**src/rtl/ocb_pkg.sv**
```systemverilog
package ocb_pkg;
    typedef enum logic [2:0] {
        ST_IDLE,
        ST_BLANK,
        ST_REACT,
        ST_ARMED,
        ST_TRIP
    } ocb_state_e;
endpackage

```
**src/rtl/ocb_cnt.sv**
```systemverilog
// Saturating up-counter that reports when it sits at its terminal value.
module ocb_cnt #(
    parameter int LAST = 1
) (
    input  logic clk,
    input  logic rst_n,
    input  logic clr,
    input  logic en,
    output logic hit
);
    localparam int W = (LAST < 1) ? 1 : $clog2(LAST + 1);
    localparam logic [W-1:0] LAST_V = W'(LAST);

    logic [W-1:0] cnt;

    always_ff @(posedge clk) begin
        if (!rst_n || clr) begin
            cnt <= '0;
        end else if (en && (cnt != LAST_V)) begin
            cnt <= cnt + 1'b1;
        end
    end

    assign hit = (cnt == LAST_V);
endmodule

```
**src/rtl/ocb_fsm.sv**
```systemverilog
// Blanking controller: state register, transition logic, drive gating, flag.
module ocb_fsm
    import ocb_pkg::*;
(
    input  logic       clk,
    input  logic       rst_n,
    input  logic       pwm_req,
    input  logic       sw_high,
    input  logic       oc_cmp,
    input  logic       tmo_hit,
    input  logic       react_hit,
    output ocb_state_e state,
    output logic       hs_drive,
    output logic       oc_flag
);
    ocb_state_e nxt;

    always_ff @(posedge clk) begin
        if (!rst_n) begin
            state <= ST_IDLE;
        end else begin
            state <= nxt;
        end
    end

    always_comb begin
        nxt = state;
        unique case (state)
            ST_IDLE: begin
                if (pwm_req) nxt = sw_high ? ST_REACT : ST_BLANK;
            end
            ST_BLANK: begin
                if (!pwm_req)    nxt = ST_IDLE;
                else if (tmo_hit) nxt = ST_ARMED;
                else if (sw_high) nxt = ST_REACT;
            end
            ST_REACT: begin
                if (!pwm_req)                  nxt = ST_IDLE;
                else if (tmo_hit || react_hit) nxt = ST_ARMED;
            end
            ST_ARMED: begin
                if (!pwm_req)   nxt = ST_IDLE;
                else if (oc_cmp) nxt = ST_TRIP;
            end
            ST_TRIP: begin
                if (!pwm_req) nxt = ST_IDLE;
            end
            default: nxt = ST_IDLE;
        endcase
    end

    // Outputs: drive is cut combinationally on a sensed trip.
    always_comb begin
        hs_drive = rst_n && pwm_req && (state != ST_TRIP)
                   && !((state == ST_ARMED) && oc_cmp);
    end

    always_ff @(posedge clk) begin
        if (!rst_n) begin
            oc_flag <= 1'b0;
        end else begin
            oc_flag <= (state == ST_TRIP) && !pwm_req;
        end
    end
endmodule

```
**src/rtl/oc_blank_gate.sv**
```systemverilog
module oc_blank_gate #(
    parameter int BLANK_CYC = 12,
    parameter int REACT_CYC = 2
) (
    input  logic clk,
    input  logic rst_n,
    input  logic pwm_req,
    input  logic sw_high,
    input  logic oc_cmp,
    output logic hs_drive,
    output logic oc_flag
);
    import ocb_pkg::*;

    // Cycle 0 of a pulse is spent in IDLE, so the timer ends one count early.
    localparam int TMO_LAST   = BLANK_CYC - 2;
    localparam int REACT_LAST = REACT_CYC - 1;

    ocb_state_e fsm_state;
    logic       tmo_hit;
    logic       react_hit;

    ocb_cnt #(.LAST(TMO_LAST)) u_tmo (
        .clk   (clk),
        .rst_n (rst_n),
        .clr   (fsm_state == ST_IDLE),
        .en    ((fsm_state == ST_BLANK) || (fsm_state == ST_REACT)),
        .hit   (tmo_hit)
    );

    ocb_cnt #(.LAST(REACT_LAST)) u_react (
        .clk   (clk),
        .rst_n (rst_n),
        .clr   (fsm_state != ST_REACT),
        .en    (fsm_state == ST_REACT),
        .hit   (react_hit)
    );

    ocb_fsm u_fsm (
        .clk       (clk),
        .rst_n     (rst_n),
        .pwm_req   (pwm_req),
        .sw_high   (sw_high),
        .oc_cmp    (oc_cmp),
        .tmo_hit   (tmo_hit),
        .react_hit (react_hit),
        .state     (fsm_state),
        .hs_drive  (hs_drive),
        .oc_flag   (oc_flag)
    );
endmodule

```
**config.mk**
```make
export PLATFORM = sky130hd
export DESIGN_NAME = oc_blank_gate
export DESIGN_NICKNAME = d
export VERILOG_FILES = /design/src/rtl/ocb_pkg.sv /design/src/rtl/ocb_cnt.sv /design/src/rtl/ocb_fsm.sv /design/src/rtl/oc_blank_gate.sv
export SDC_FILE = /design/constraint.sdc
export NUM_CORES = 1
export LEC_CHECK = 0
export ABC_AREA = 1
export BUFFER_PORTS_ARGS = -buffer_cell sky130_fd_sc_hd__buf_4
export CORE_AREA = 2 2 39 41
export CTS_BUF_LIST = sky130_fd_sc_hd__clkbuf_16
export DETAILED_ROUTE_END_ITERATION = 16
export DIE_AREA = 0 0 41 43
export PLACE_DENSITY = 0.72
export SLEW_MARGIN = 20
export SYNTH_ARGS = -nofsm -noshare
export SYNTH_HDL_FRONTEND = slang
export SYNTH_SLANG_ARGS = --single-unit
export TNS_END_PERCENT = 20
```
**constraint.sdc**
```tcl
create_clock -name clk -period 1.6 [get_ports clk]
set_input_delay 0.32 -clock clk [delete_from_list [all_inputs] [get_ports clk]]
set_output_delay 0.32 -clock clk [all_outputs]
set_load 0.02 [all_outputs]
```
# After elaboration in Yosys (flattened, before gate mapping)
# Index checks and enable logic that the tools add are counted.
# W data, S select, Z words.
[word_totals] word_cells=47 regBits=9
[op_classes] bitwise=1 eq_ne=13 reduce_logical=16 mux=11 add_sub_neg=2
[op_table] operator="$mux W3" count=9
[op_table] operator="$pmux W3 S5" count=1
[op_table] operator="$logic_and A1 B1 Y1" count=7
[op_table] operator="$eq A3 B2 Y1 const B" count=2
[op_table] operator="$ne A3 B2 Y1 const B" count=2
[op_table] operator="$ne A3 B3 Y1 const B" count=2
[op_table] operator="$reduce_and A5 Y1" count=1
[op_table] operator="$add A4 B1 Y4 const B" count=1
[op_table] operator="$eq A4 B4 Y1 const B" count=1
[op_table] operator="$logic_or A1 B1 Y1" count=4
[op_table] operator="$ne A2 B2 Y1 const B" count=2
[op_table] operator="$ne A4 B3 Y1 const B" count=1
[op_table] operator="$ne A4 B4 Y1 const B" count=1
[op_table] operator="$eq A3 B1 Y1 const B" count=1
[op_table] operator="$eq A3 B3 Y1 const B" count=1
[op_table] operator="$logic_not A1 Y1" count=3
[op_table] operator="$logic_not A3 Y1" count=1
[op_table] operator="$mux W2" count=1
[op_table] operator="$add A1 B1 Y1 const B" count=1
[op_table] operator="$not A1 Y1" count=1

# Depth between registers and ports, before layout
# Gate-level depths: netlist of run 1.
[depth] ltp_word=5 mapped_depth=8 depth_no_buf=8

# Hierarchy
# A second synthesis of run 1 with hierarchy kept.
[unflattened] cells_unflattened=102 hier_area_um2=640.6
[by_module_without_submodules] mod="ocb_fsm" instances=1 area_each_um2=341.6 seq_area_each_um2=80.1 cells_per_inst=58
[by_module_without_submodules] mod="ocb_cnt at u_tmo" instances=1 area_each_um2=224.0 seq_area_each_um2=80.1 cells_per_inst=31
[by_module_without_submodules] mod="oc_blank_gate" instances=1 area_each_um2=40.0 seq_area_each_um2=0.0 cells_per_inst=8
[by_module_without_submodules] mod="ocb_cnt at u_react" instances=1 area_each_um2=35.0 seq_area_each_um2=20.0 cells_per_inst=5

# Least setup slack after synthesis of run 1
# Ideal clock, no wire load.
[synth_path] path_type="reg-to-output" start="register u_fsm.state[2]" end="output port hs_drive" arrival_time_ps=1022 required_time_ps=1280 path_stages_with_launch=5 slack_ps=258 path_cell_list="dfxtp_1 nor2_1 nand2_1 inv_1 a21oi_1"
[synth_via] elab_chain_len=4
[synth_lines] element="start, declared" line="ocb_fsm.sv:12" rtl="output ocb_state_e state,"
[synth_lines] element="start signal, assigned" line="ocb_fsm.sv:22" rtl="state <= nxt;"
[synth_lines] element="$eq A3 B2 Y1" line="ocb_fsm.sv:55" rtl="&& !((state == ST_ARMED) && oc_cmp);"
[synth_lines] element="$logic_and A1 B1 Y1" line="ocb_fsm.sv:55"
[synth_lines] element="$logic_not A1 Y1" line="ocb_fsm.sv:55"
[synth_lines] element="$logic_and A1 B1 Y1 (*)" line="ocb_fsm.sv:55"
[synth_lines] element="end, declared" line="oc_blank_gate.sv:10" rtl="output logic hs_drive,"
# Mark *: on every way between the ends. The rest lies on a longest branch, timed or not.

# Worst setup path after layout of run 1
[layout_path] start="register u_fsm.state[0]" end="output port hs_drive"
# Same word-level chain as after synthesis.

==> flow_summary_export.csv, run 1 <==
group,metric,value,unit
logic_synthesis,yosysMostFrequentCell,"nand2_1",
routing,drt_iter0_markers,8,
final_layout,fillers,147,
placed_design,dp_hpwl,863,um
placed_design,io_buffers,6,
outcome,status,"completed",
final_layout,diodes,0,
setup_path,path_max_fanout,6,
setup_path,worst_setup_path_start_kind,"flop",
cts,ctsLongestPathBuffers,2,
power,p_total,1.30,mW
global_routing,grt_overflow,0,
final_layout,layout-drive-gt1-share,0.268,
setup_path,crit_buf_inv,1,
logic_synthesis,yosys-top-cells-area,"dfxtp_1 31%, nand3_1 11%, nand2_1 9.8%",
logic_synthesis,yosys_warnings,0,
cts,cts_tree,"built",
timing,report.final.slew_viol_count,0,
routing,first_pass_iters,5,
timing,tightest_slew,225,ps
placed_design,gp_congestion,0.775,
hold_path,hold_class,"in -> reg",
timing,finalSetupTns,0,ps
logic_synthesis,yosysUniqueCellTypes,19,
setup_path,path_cells,"nor2_2 > nand2_1 > nand3_1 > a21oi_1 > buf_4",
timing,rsz0062_at_grt,"no",
routing,via_per_inst,5.08,
setup_path,endpoint,"hs_drive",
power,pwr_density_cell,1790,nW/um^2
cts,post_cts_buffers,0,
logic_synthesis,synth_cells,88,
cts,cts_hold_buf,0,
setup_path,cp_num_cells,5,
logic_synthesis,synth_common_cells,"15 x nand2_1, 13 x nand3_1, 11 x nor2_1, 10 x inv_1, 9 x dfxtp_1",
timing,slew_headroom,0.850,
logic_synthesis,syn-num-nets,95,
cts,cts.reportedPaths.clkPinSlew,40,ps
routing,antenna_left,0,
timing,fmax,665,MHz
logic_synthesis,synth-seq-cells,9,
timing,hold_ws,332,ps
floorplanning,die_height,43,um
placed_design,place_area,631,um^2
final_layout,fin_cells,113,
placed_design,placed_cells,109,
cts,clk_latency,230,ps
cts,clock-sinks,9,
logic_synthesis,synth_seq_area_share,0.312,
setup_path,required,1280,ps
routing,dr_total_vias,574,
logic_synthesis,syn_area,577,um^2
final_layout,layout.nets,105,
power,leakage,0.319,nW
logic_synthesis,synth-async-reset-ratio,0,
floorplanning,die_w,41,um
floorplanning,design.portCount,7,
logic_synthesis,synth_top_area_cell,"dfxtp_1",
setup_path,endpoint_kind,"output pin",
power,ir_drop,0.638,mV
final_layout,syn_to_final_growth,25.4,%
timing,fin_crit_sh,0.940,
logic_synthesis,yosysTopAreaCellShare,0.312,
setup_path,reg2reg_depth,6,
logic_synthesis,synth_edf_count,0,
global_routing,antenna_found_initial,0,
logic_synthesis,syn_area_per_cell,6.55,um^2
floorplanning,start_util,0.417,
routing,drcViolationCount,0,
global_routing,grt_max_degree,10,
setup_path,r2r_start,"u_tmo.cnt[0]",
cts,cts_inserted_buffers,3,
logic_synthesis,yosys_most_used_dff,"dfxtp_1",
setup_path,startpoint,"u_fsm.state[0]",
job,drv_cap,0,
global_routing,first_global_vias,497,
setup_path,rrSetupSlack,300,ps
timing,setup_viol,0,
floorplanning,num_rows,14,
cts,cts.htree.levels,1,
cts,cts_root_buf,"clkbuf_16",
timing,skew,1.70,ps
floorplanning,core_area,1380,um^2
timing,min_period,1500,ps
global_routing,grt_pass1_wl,2000,um
setup_path,critPathMaxStageDelay,330,ps
routing,drt-wirelength-per-cell,10.9,um
setup_path,criticalPathCategory,"reg -> out",
global_routing,grt_usage,0.177,
timing,finalHoldViolations,0,
setup_path,crit_family,"simple AND/OR/NAND/NOR gates",
setup_path,cp_slowest_cell,"dfxtp_2",
setup_path,arrival,1180,ps
setup_path,r2r_end,"u_tmo.cnt[1]",
final_layout,finalInstanceArea,723,um^2
floorplanning,design.die.area,1760,um^2
routing,wl,1230,um
metrics by stage:
| step | util | setup slack [ps] |
|---|---|---|
| CTS | 0.514 | 26.0 |
| global route | 0.523 | 23.2 |
| global placement | 0.456 | 235 |
| floorplan | - | 258 |
| detailed placement | 0.456 | 230 |
| finish | 0.523 | 95.9 |
final cells by class:
class                   instances  area (um^2)  share of cell area
multi-input cells              65          347               0.479
flip-flops and latches          9          184               0.254
clock buffers                   3         75.1               0.104
inverters                      13         48.8              0.0675
repair buffers                  6         45.0              0.0623
well taps                      16         20.0              0.0277
clock inverters                 1         3.75             0.00519
how the worst min path moves through the flow:
stage / slack, ps / depth (start not counted) / to / start
2_1_floorplan: 440 / 2 / u_fsm.state[2] / rst_n
3_3_place_gp: 490 / 2 / u_tmo.cnt[3] / u_tmo.cnt[3]
3_5_place_dp: 510 / 2 / u_tmo.cnt[0] / u_tmo.cnt[0]
4_1_cts: 330 / 2 / u_fsm.oc_flag / pwm_req
5_1_grt: 340 / 2 / u_fsm.oc_flag / pwm_req
6_report: 330 / 2 / u_fsm.oc_flag / pwm_req
cells by family after synthesis:
| family | share of synthesized area |
|---|---|
| simple gates | 0.456 |
| buf+inv | 0.104 |
| compound gates | 0.0846 |
| flops | 0.312 |
| fa+ha+maj | 0.0434 |
metal layers:
layer / up-vias / GRT usage / routed length, um
li1: 303 / - / -
met4: 0 / 0.140 / 51
met1: 253 / 0.211 / 607
met3: 6 / 0.0628 / 53
met2: 12 / 0.244 / 518
met5: - / 0 / 0
placed cells by master, fill, tap and decap left out:
master	synthesis	layout
nand2_1	15	15
nand3_1	13	13
inv_1	10	10
nor2_1	11	9
a21oi_1	6	6
buf_4	0	6
dfxtp_1	9	6
inv_2	3	4
nand2_2	4	4
nor2_4	2	3
nand4_1	3	3
nor3_1	3	3
clkbuf_16	0	3
dfxtp_2	0	3
nor2_2	1	2
ha_1	2	2
or2_0	1	1
o21ai_1	1	1
or2_1	1	1
a21oi_2	1	1
o21ai_0	1	1
flip-flops by register name, summed over array words and instances, names as in the netlist:
| signal | count |
|---|---|
| u_fsm.oc_flag | 1 |
| u_fsm.state | 3 |
| u_tmo.cnt | 4 |
| u_react.hit | 1 |
repair_timing:
item	in CTS	in global routing
resized for setup	1	6
setup endpoints to repair	1	1
hold endpoints to repair	0	0
worst reg2reg max path: stages, from the launching register on:
cell	delay [ps]
dfxtp_1	360
inv_1	70
ha_1	200
nand3_1	130
nand2_2	110
or2_1	230
a21oi_2	110
where the power goes:
| part | switching (mW) | internal (mW) |
|---|---|---|
| clock network | 0.112 | 0.327 |
| logic | 0.322 | 0.184 |
| registers | 0.0691 | 0.285 |
No activity file was read; power rests on OpenSTA's default activity.
==> run 2, diff against run 1 <==
--- a/config.mk
+++ b/config.mk
@@ -5,13 +5,14 @@
 export SDC_FILE = /design/constraint.sdc
 export NUM_CORES = 1
 export LEC_CHECK = 0
-export ABC_AREA = 1
+export ABC_AREA = 0
 export BUFFER_PORTS_ARGS = -buffer_cell sky130_fd_sc_hd__buf_4
 export CORE_AREA = 2 2 39 41
 export CTS_BUF_LIST = sky130_fd_sc_hd__clkbuf_16
 export DETAILED_ROUTE_END_ITERATION = 16
 export DIE_AREA = 0 0 41 43
-export PLACE_DENSITY = 0.72
+export PLACE_DENSITY = 0.74
+export REMOVE_ABC_BUFFERS = 1
 export SLEW_MARGIN = 20
 export SYNTH_ARGS = -nofsm -noshare
 export SYNTH_HDL_FRONTEND = slang
==> run 2 against run 1 <==
Setup slack got worse by 20 ps. Combinational power is 23% lower. Area after synthesis is 3.0% higher. Fmax down 1.3%. First-iteration DRC count is 38% lower. Global-route usage decreased by 2.5 points. Clock skew is essentially flat. Power down 12%. Die area unchanged. Core utilization rose by 3.1 points. Critical path type unchanged. Critical endpoint unchanged. Largest cell class unchanged. Largest power group is now the clock network.
==> flow_summary_export.csv, run 2 <==
group,metric,value,unit
hold_path,hold_class,"in -> reg",
logic_synthesis,synth-async-reset-ratio,0,
final_layout,finalInstanceArea,766,um^2
setup_path,cp_slowest_cell,"dfxtp_1",
timing,tightest_slew,542,ps
cts,clock-sinks,9,
logic_synthesis,yosysTopAreaCellShare,0.303,
global_routing,grt_overflow,0,
setup_path,startpoint,"u_fsm.state[2]",
global_routing,grt_pass1_wl,1760,um
timing,finalHoldViolations,0,
setup_path,required,1280,ps
routing,drcViolationCount,0,
floorplanning,die_height,43,um
setup_path,path_max_fanout,2,
final_layout,final_common_cell,"buf_4",
floorplanning,num_rows,14,
timing,finalSetupTns,0,ps
final_layout,regMostFlops,"u_tmo.cnt",
routing,dr_total_vias,487,
floorplanning,die_w,41,um
final_layout,largest_reg_flops,4,
final_layout,diodes,0,
floorplanning,core_area,1380,um^2
final_layout,top_regs,"u_tmo.cnt: 4 flops, u_fsm.state: 3 flops",
setup_path,criticalPathCategory,"reg -> out",
timing,skew,1.40,ps
final_layout,layout.nets,81,
power,power.switching,349,uW
setup_path,arrival,1200,ps
floorplanning,design.die.area,1760,um^2
setup_path,endpoint_kind,"output pin",
logic_synthesis,synth-seq-cells,9,
logic_synthesis,synth_common_cells,"9 x dfxtp_1, 7 x nand2_1, 7 x nor2_1",
floorplanning,start_util,0.429,
power,clock_power_share,0.391,
cts,ctsLongestPathBuffers,2,
setup_path,worst_setup_path_start_kind,"flop",
routing,drt-wirelength-per-cell,13.4,um
logic_synthesis,yosys-top-cells-area,"dfxtp_1 30%, mux2i_1 5.1%, xnor2_4 4.6%",
global_routing,grt_usage,0.153,
logic_synthesis,synth_cells,63,
placed_design,dp_hpwl,847,um
logic_synthesis,yosys_warnings,0,
power,pwr-share-comb,0.339,
power,p_total,1.14,mW
cts,cts.reportedPaths.clkPinSlew,40,ps
logic_synthesis,yosysMostFrequentCell,"dfxtp_1",
global_routing,first_global_vias,439,
final_layout,layout-drive-gt1-share,0.342,
routing,first_pass_iters,4,
logic_synthesis,yosys_most_used_dff,"dfxtp_1",
cts,cts_inserted_buffers,3,
logic_synthesis,syn_area,594,um^2
setup_path,r2r_start,"u_tmo.cnt[1]",
job,drv_cap,0,
setup_path,critPathMaxStageDelay,340,ps
setup_path,cp_num_cells,4,
setup_path,crit_family,"flip-flops",
floorplanning,design.portCount,7,
timing,fmax,656,MHz
global_routing,antenna_found_initial,0,
timing,setup_viol,0,
setup_path,r2r_end,"u_fsm.state[1]",
routing,drt_iter0_markers,5,
cts,cts_tree,"built",
final_layout,mostFrequentLayoutCells,"10 x buf_4, 7 x nor2_1, 7 x nand2_1",
logic_synthesis,synth_top_area_cell,"dfxtp_1",
power,intPower,793,uW
logic_synthesis,synth_edf_count,0,
placed_design,io_buffers,6,
cts,clk_latency,240,ps
global_routing,grt_max_degree,11,
logic_synthesis,synth_seq_area_share,0.303,
setup_path,crit_buf_inv,2,
setup_path,endpoint,"hs_drive",
routing,via_per_inst,5.47,
timing,rsz0062_at_grt,"no",
power,seq_power_share,0.270,
timing,min_period,1520,ps
cts,cts_root_buf,"clkbuf_16",
timing,slew_headroom,0.636,
setup_path,reg2reg_depth,5,
power,p_sw_frac,0.306,
timing,report.final.slew_viol_count,0,
routing,wl,1190,um
cts,cts.htree.levels,1,
power,ir_drop,0.626,mV
setup_path,path_cells,"inv_1 > and3_4 > a221oi_2 > buf_4",
placed_design,place_area,658,um^2
logic_synthesis,yosysUniqueCellTypes,29,
routing,antenna_left,0,
logic_synthesis,syn_area_per_cell,9.43,um^2
setup_path,rrSetupSlack,110,ps
timing,fin_crit_sh,0.952,
power,pwr_density_cell,1490,nW/um^2
power,leakage,0.289,nW
final_layout,syn_to_final_growth,28.8,%
placed_design,gp_congestion,0.741,
outcome,status,"completed",
final_layout,postLayoutCoreUtil,0.553,
-- run 2: cell types whose count changed in the layout (fill, tap and decap cells not counted), sizes merged, moves of 3 or more --
cell	before	now
mux2i	0	3
nand4	3	0
a21oi	7	2
nand3	13	0
nor2	14	7
xnor2	0	4
buf	6	10
inv	14	3
nor3	3	0
nor3b	0	3
nand2	19	7
-- run 2: area by class of cell --
cell class,instances,area [um^2]
Clock inverter,1,5.00
Clock buffer,3,75.1
Timing Repair Buffer,10,75.1
Multi-Input combinational cell,47,393
Fill cell,125,618
Inverter,3,11.3
Tap cell,16,20.0
Sequential cell,9,186
-- run 2: cell families after synthesis --
kind of cell,share of synthesized area
buf+inv,0.0716
compound gates,0.179
flops,0.303
mux,0.0505
simple gates,0.263
xor+xnor,0.0905
fa+ha+maj,0.0421
-- run 2: layer usage --
metal / vias up / GRT usage / share of wire
met3: 2 / 0.0628 / 0.051
li1: 246 / - / -
met4: 0 / 0.0800 / 0.022
met2: 13 / 0.231 / 0.49
met5: - / 0 / 0
met1: 226 / 0.174 / 0.43
-- run 2: metrics by stage --
stage               setup WS (ps)  hold WS (ps)  instances
CTS                          18.1           330         89
floorplan                    -117           396         59
global placement             87.9           524         85
detailed placement           47.3           537         85
global route                 11.8           356         89
finish                       76.3           347         89
-- run 2: what timing repair did --
action / 4_1_cts / 5_1_grt
resized for setup: 3 / 4
endpoints found under the setup margin: 1 / 5
hold buffers: 0 / 0
endpoints found under the hold margin: 0 / 0
cloned: 0 / 0
pin swaps: 0 / 3
setup buffers: 0 / 0
-- run 2: worst min path at each step --
stage	cells after the start	slack, ps	start	endpoint
floorplan	1	400	pwm_req	u_fsm.oc_flag
global placement	2	520	u_tmo.cnt[1]	u_tmo.cnt[1]
detailed placement	2	540	u_tmo.cnt[2]	u_tmo.cnt[2]
CTS	2	330	pwm_req	u_fsm.oc_flag
global route	2	360	pwm_req	u_fsm.oc_flag
finish	2	350	pwm_req	u_fsm.oc_flag
-- run 2: power by group through the flow --
| stage | logic (mW) | clock network [mW] | registers, mW |
|---|---|---|---|
| 2_1_floorplan | 0.247 | 0 | 0.319 |
| 3_3_place_gp | 0.354 | 0 | 0.300 |
| 3_5_place_dp | 0.359 | 0 | 0.300 |
| 4_1_cts | 0.369 | 0.455 | 0.302 |
| 5_1_grt | 0.427 | 0.465 | 0.313 |
| 6_report | 0.387 | 0.447 | 0.308 |
